### src/rtl/struct_seq_pkg.sv
package struct_seq_pkg;

  // Shape of one structure type: register groups, interleave factor, register spacing.
  typedef struct packed {
    logic [2:0] groups;
    logic [2:0] ilv;
    logic [1:0] spc;
  } shape_t;

  function automatic shape_t shape_of(input logic [3:0] code);
    shape_t s;
    case (code)
      4'd0:    s = '{groups: 3'd1, ilv: 3'd4, spc: 2'd1};
      4'd1:    s = '{groups: 3'd1, ilv: 3'd4, spc: 2'd2};
      4'd2:    s = '{groups: 3'd4, ilv: 3'd1, spc: 2'd1};
      4'd3:    s = '{groups: 3'd2, ilv: 3'd2, spc: 2'd2};
      4'd4:    s = '{groups: 3'd1, ilv: 3'd3, spc: 2'd1};
      4'd5:    s = '{groups: 3'd1, ilv: 3'd3, spc: 2'd2};
      4'd6:    s = '{groups: 3'd3, ilv: 3'd1, spc: 2'd1};
      4'd7:    s = '{groups: 3'd1, ilv: 3'd1, spc: 2'd1};
      4'd8:    s = '{groups: 3'd1, ilv: 3'd2, spc: 2'd1};
      4'd9:    s = '{groups: 3'd1, ilv: 3'd2, spc: 2'd2};
      4'd10:   s = '{groups: 3'd2, ilv: 3'd1, spc: 2'd1};
      default: s = '0;
    endcase
    return s;
  endfunction

endpackage

### src/rtl/struct_seq_decode.sv
module struct_seq_decode
  import struct_seq_pkg::*;
(
  input  logic [3:0] code,
  input  logic [1:0] size,
  output shape_t     shape,
  output logic [2:0] lanes_m1,
  output logic [5:0] bytes,
  output logic       illegal
);
  logic [5:0] prod;

  always_comb begin
    shape    = shape_of(code);
    lanes_m1 = 3'd7 >> size;
    prod     = 6'(shape.groups) * 6'(shape.ilv);
    bytes    = {prod[2:0], 3'b000};
    illegal  = (code > 4'd10) ||
               ((size == 2'd3) && ((shape.ilv != 3'd1) || (shape.spc != 2'd1)));
  end

  // Immediate check: a legal code always yields a non-empty shape.
  always_comb begin
    if (!illegal) begin
      AST_SHAPE_NONZERO: assert (shape.groups != 3'd0 && shape.ilv != 3'd0);
    end
  end
endmodule

### src/rtl/struct_seq_walk.sv
module struct_seq_walk (
  input  logic       clk,
  input  logic       rst_n,
  input  logic       init,
  input  logic       step,
  input  logic [2:0] groups,
  input  logic [2:0] ilv,
  input  logic [2:0] lanes_m1,
  output logic [2:0] g,
  output logic [2:0] n,
  output logic [2:0] x,
  output logic       last
);
  logic x_end, n_end, g_end;

  assign x_end = (x == ilv - 3'd1);
  assign n_end = (n == lanes_m1);
  assign g_end = (g == groups - 3'd1);
  assign last  = x_end && n_end && g_end;

  always_ff @(posedge clk or negedge rst_n) begin
    if (!rst_n) begin
      g <= '0;
      n <= '0;
      x <= '0;
    end else if (init) begin
      g <= '0;
      n <= '0;
      x <= '0;
    end else if (step) begin
      if (!x_end) begin
        x <= x + 3'd1;
      end else begin
        x <= '0;
        if (!n_end) begin
          n <= n + 3'd1;
        end else begin
          n <= '0;
          g <= g + 3'd1;
        end
      end
    end
  end

  AST_LANE_IN_RANGE: assert property (@(posedge clk) disable iff (!rst_n)
    step |-> (n <= lanes_m1 && x < ilv));
endmodule

### src/rtl/struct_seq.sv
module struct_seq
  import struct_seq_pkg::*;
#(
  parameter int AW = 32,
  parameter int RW = 5
) (
  input  logic          clk,
  input  logic          rst_n,
  input  logic          start_valid,
  output logic          start_ready,
  input  logic [3:0]    cmd_type,
  input  logic [1:0]    cmd_size,
  input  logic [RW-1:0] cmd_base_reg,
  input  logic [AW-1:0] cmd_base_addr,
  input  logic          cmd_is_load,
  output logic          acc_valid,
  input  logic          acc_ready,
  output logic [AW-1:0] acc_addr,
  output logic [RW-1:0] acc_reg,
  output logic [2:0]    acc_lane,
  output logic [1:0]    acc_size,
  output logic          acc_is_load,
  output logic          acc_reg_wrap,
  output logic          done,
  output logic          err,
  output logic [5:0]    total_bytes
);
  localparam int SW = RW + 2;

  shape_t     d_shape, r_shape;
  logic [2:0] d_lanes_m1, r_lanes_m1;
  logic [5:0] d_bytes;
  logic       d_illegal;
  logic       busy, accept, fire, last;
  logic [2:0] g, n, x;
  logic [RW-1:0] r_base;
  logic [SW-1:0] reg_sum;

  struct_seq_decode u_dec (
    .code(cmd_type), .size(cmd_size), .shape(d_shape),
    .lanes_m1(d_lanes_m1), .bytes(d_bytes), .illegal(d_illegal)
  );

  assign start_ready = !busy;
  assign accept      = start_valid && !busy;
  assign fire        = busy && acc_ready;

  struct_seq_walk u_walk (
    .clk(clk), .rst_n(rst_n), .init(accept), .step(fire),
    .groups(r_shape.groups), .ilv(r_shape.ilv), .lanes_m1(r_lanes_m1),
    .g(g), .n(n), .x(x), .last(last)
  );

  always_ff @(posedge clk or negedge rst_n) begin
    if (!rst_n) begin
      busy        <= 1'b0;
      r_shape     <= '0;
      r_lanes_m1  <= '0;
      r_base      <= '0;
      acc_addr    <= '0;
      acc_size    <= '0;
      acc_is_load <= 1'b0;
      total_bytes <= '0;
      done        <= 1'b0;
      err         <= 1'b0;
    end else begin
      done <= fire && last;
      err  <= accept && d_illegal;
      if (accept && !d_illegal) begin
        busy        <= 1'b1;
        r_shape     <= d_shape;
        r_lanes_m1  <= d_lanes_m1;
        r_base      <= cmd_base_reg;
        acc_addr    <= cmd_base_addr;
        acc_size    <= cmd_size;
        acc_is_load <= cmd_is_load;
        total_bytes <= d_bytes;
      end else if (fire) begin
        acc_addr <= acc_addr + (AW'(1) << acc_size);
        if (last) busy <= 1'b0;
      end
    end
  end

  assign acc_valid    = busy;
  assign reg_sum      = SW'(r_base) + SW'(g) + SW'(r_shape.spc) * SW'(x);
  assign acc_reg      = reg_sum[RW-1:0];
  assign acc_reg_wrap = |reg_sum[SW-1:RW];
  assign acc_lane     = n;

  AST_STALL_HOLD: assert property (@(posedge clk) disable iff (!rst_n)
    (acc_valid && !acc_ready) |=> (acc_valid && $stable(acc_addr) && $stable(acc_reg) && $stable(acc_lane)));
  AST_ADDR_STEP: assert property (@(posedge clk) disable iff (!rst_n)
    (acc_valid && acc_ready && !done && !last) |=> (acc_addr == $past(acc_addr) + (AW'(1) << acc_size)));
  AST_ERR_NO_ACCESS: assert property (@(posedge clk) disable iff (!rst_n)
    err |-> !acc_valid);
  AST_DONE_PULSE: assert property (@(posedge clk) disable iff (!rst_n)
    done |-> (!acc_valid && start_ready) ##1 !done);
  AST_READY_IDLE: assert property (@(posedge clk) disable iff (!rst_n)
    start_ready |-> !acc_valid);
endmodule

### config.mk
export PLATFORM = sky130hd
export DESIGN_NAME = struct_seq
export DESIGN_NICKNAME = d
export VERILOG_FILES = /design/src/rtl/struct_seq_pkg.sv /design/src/rtl/struct_seq_decode.sv /design/src/rtl/struct_seq_walk.sv /design/src/rtl/struct_seq.sv
export SDC_FILE = /design/constraint.sdc
export NUM_CORES = 1
export LEC_CHECK = 0
export BUFFER_PORTS_ARGS = -buffer_cell sky130_fd_sc_hd__buf_2
export CAP_MARGIN = 40
export CORE_MARGIN = 1.5
export CORE_UTILIZATION = 28
export CTS_CLUSTER_SIZE = 14
export DETAILED_ROUTE_END_ITERATION = 10
export PLACE_DENSITY_LB_ADDON = 0.3
export SYNTH_ARGS = -nofsm -noshare
export SYNTH_HDL_FRONTEND = slang
export SYNTH_SLANG_ARGS = --single-unit
### constraint.sdc
create_clock -name clk -period 6.6 [get_ports clk]
set_input_delay 0.66 -clock clk [delete_from_list [all_inputs] [get_ports clk]]
set_output_delay 0.66 -clock clk [all_outputs]
set_load 0.02 [all_outputs]
==> out/qor.csv <==
stage,metric,value,unit
yosys,Commonest cells post-synth,"nand2_1, dfrtp_1, o21ai_0",
status,status,"finished, final reports clean",
placed_design,GPL Wtd Cong,0.8127,
yosys,Adder-Cell Fraction of Synth Area,0.08963,
yosys,Synth Warn #,0,
floorplan,I/O Pins,102,
setup_path,critical path class,reg -> out,
power,Leak Pwr,2.392,nW
yosys,xor and xnor area share after synthesis,0.09370,
timing,slew margin rel.,0.5080,
route,drt first-iter violations,121,
timing,Final period util,0.6094,
timing,final hold vios,0,
power,VDD IR-drop max,195.6,uV
finish,fin cells,720,
timing,Worst Tran Pin Value,0.7324,ns
cts,clock transition at the registers of the reported paths,0.06,ns
cts,Clock H-tree levels,3,
power,PD cells,454.6,nW/um2
global_routing,initial antenna violation count,0,
setup_path,"reg-to-reg slack, setup",3.90,ns
yosys,top-count cell post-synth,nand2_1,
yosys,"Async S/R FF share, synth",1.000,
timing,Fin Setup TNS,0,ns
route,DR WL/cell,14.68,um
setup_path,CP Max Fanout,6,
cts,cts bufs inserted,9,
cts,"Clk Latency, worst-skew pair",0.34,ns
cts,number of clock sinks,66,
finish,diode count,0,
finish,Final Cell Area,4999,um2
yosys,largest area contributor in the netlist,dfrtp_1,
finish,layout cells sized above 1,0.2333,
timing,Fmax,248.6,MHz
finish,fin util,0.3601,
timing,minimum clock period after layout,4.022,ns
setup_path,CP Capture Type,output port,
timing,Max Clock Skew,0.007147,ns
setup_path,WP data arrival,3.36,ns
route,via count,3447,
floorplan,Site Rows,43,
job,max_cap viols,0,
yosys,largest family of logic cells by synthesized area,simple AND/OR/NAND/NOR gates,
global_routing,vias in the first global route,3581,
floorplan,Die H,122.4,um
global_routing,largest net degree at the start of global routing,44,
placed_design,count of input and output buffers,98,
yosys,Synth Cell Area,3993,um2
placed_design,# placed instances,705,
yosys,Mean Syn Cell Area,9.095,um2
yosys,Synth Register Bits,66,
yosys,Synth top area share,0.4137,
global_routing,Total GRT Usage,0.1531,
yosys,post-synthesis sequential area ratio,0.4137,
cts,"Setup Fix Bufs, Post-CTS",0,
floorplan,die width,122.4,um
yosys,"Top FF cell, synth",dfrtp_1,
timing,final setup vio count,0,
yosys,post-synthesis cell count,439,
hold_path,min-delay worst type,in -> async,
global_routing,total grt overflow,0,
route,Post-DRT Antenna Nets,0,
floorplan,Die Area,14980,um2
finish,Nets,609,
yosys,Cell variety after synth,53,
placed_design,Placed Area,4693,um2
yosys,Compound-Gate Fraction of Synth Area,0.1260,
cts,Clock Path Buffers,2,
cts,Hold Buf Count CTS,0,
route,WL final,10.57,mm
setup_path,kind of launch point of the worst setup path,flip-flop,
cts,CTS tree,done,
placed_design,Post-DP HPWL,7.776,mm
yosys,top post-synthesis cells by area,"dfrtp_1, nand2_1, xor2_1, ha_1, o21ai_0",
route,number of iterations in the first detailed-routing pass,4,
yosys,Synth Area in Simple Gates,0.2266,
finish,area grow syn2layout,25.20,%
power,total power,2.273,mW
setup_path,Worst EP required,5.94,ns
timing,RSZ-0062 raised after global routing,false,
floorplan,Starting Density,0.2876,
cts,"Gates resized, CTS repair",0,
yosys,"EDFF count, synth",0,
route,# DRC,0,
floorplan,Core Region,13880,um2
route,Via density,4.788,
cts,clk root buf,clkbuf_16,
timing,max-slew violations,0,
yosys,post-synthesis mux area share,0.007835,
global_routing,first-pass GRT wire length,17.68,mm
[critical path, cell delays in order, from the launching register on]
cell	delay, ns
dfrtp_1	0.46
nand2_1	0.11
fa_1	0.53
fa_1	0.41
inv_1	0.07
ha_1	0.17
inv_1	0.06
fa_1	0.40
nor2b_1	0.18
nand3_1	0.10
o22a_1	0.18
o22ai_1	0.13
nand2b_1	0.07
buf_2	0.15
[worst paths after layout]
path | startpoint | to | cells past startpoint
worst max-delay path | u_walk.x[0]$_DFFE_PN0P_ | acc_reg_wrap | 13
worst min-delay path | rst_n | r_base[0]$_DFFE_PN0P_ | 2
worst max register to register | acc_valid$_DFFE_PN0P_ | acc_addr[12]$_DFFE_PN0P_ | 6
worst min register to register | total_bytes[5]$_DFFE_PN0P_ | total_bytes[5]$_DFFE_PN0P_ | 2
max in group asynchronous | rst_n | acc_addr[23]$_DFFE_PN0P_ | 3
min in group clk | total_bytes[5]$_DFFE_PN0P_ | total_bytes[5]$_DFFE_PN0P_ | 2
[area by class of cell]
class / count / area [um2]
tap: 180 / 225.2
timing repair buffer: 103 / 548.0
clock buffer: 13 / 270.3
inverter: 21 / 78.83
multi-input combinational: 335 / 2190
sequential: 66 / 1652
clock inverter: 2 / 35.03
fill: 1478 / 8882
[kinds of logic after synthesis]
family / Yosys count
flip-flops: 66
adder cells (fa/ha/maj): 25
other: 1
XOR/XNOR: 41
AO/OA/AOI/OAI: 80
multiplexers: 3
buffers and inverters: 40
AND/OR/NAND/NOR: 183
[report_power, final]
group / switching (mW) / total, mW / leakage (nW) / internal (mW)
Sequential: 0.180 / 0.754 / 0.830 / 0.574
Clock: 0.180 / 0.501 / 0.152 / 0.321
Combinational: 0.613 / 1.02 / 1.41 / 0.405
Total: 0.973 / 2.27 / 2.39 / 1.30
[stage by stage]
stage               worst slack, ns  hold slack (ns)
floorplan                     3.195           0.3644
global placement              3.049           0.4581
detailed placement            2.949           0.4660
CTS                           2.573           0.3202
global route                  2.400           0.3398
finish                        2.578           0.3164
[layout by cell type (no fill, tap or decap), types with 8 or more instances in the layout]
master     synthesis  routed
buf_2              4      98
nand2_1           80      80
dfrtp_1           66      66
o21ai_0           32      32
xor2_1            30      30
nor2_1            30      29
inv_1             21      21
ha_1              19      19
nand3_1           14      14
and2_1            11      11
a21oi_1           11      11
xnor2_1           10      10
nand4_1           10      10
clkbuf_16          0       9
o31ai_1            8       8
[routing by layer]
metal	global-route usage	routed length, um	vias to the layer above
met4	0.06250	266	0
met1	0.1929	4823	1628
met2	0.2423	4808	104
li1	-	-	1693
met3	0.04926	671	22
met5	0	0	-
[flip-flops by register name (all words and copies together), names as in the netlist, 2 cells and up]
name         count
u_walk.g         3
u_walk.x         3
r_shape          8
total_bytes      3
r_lanes_m1       3
acc_addr        32
acc_size         2
r_base           5
u_walk.n         3
Note: power is estimated with default switching activity, not from simulation.
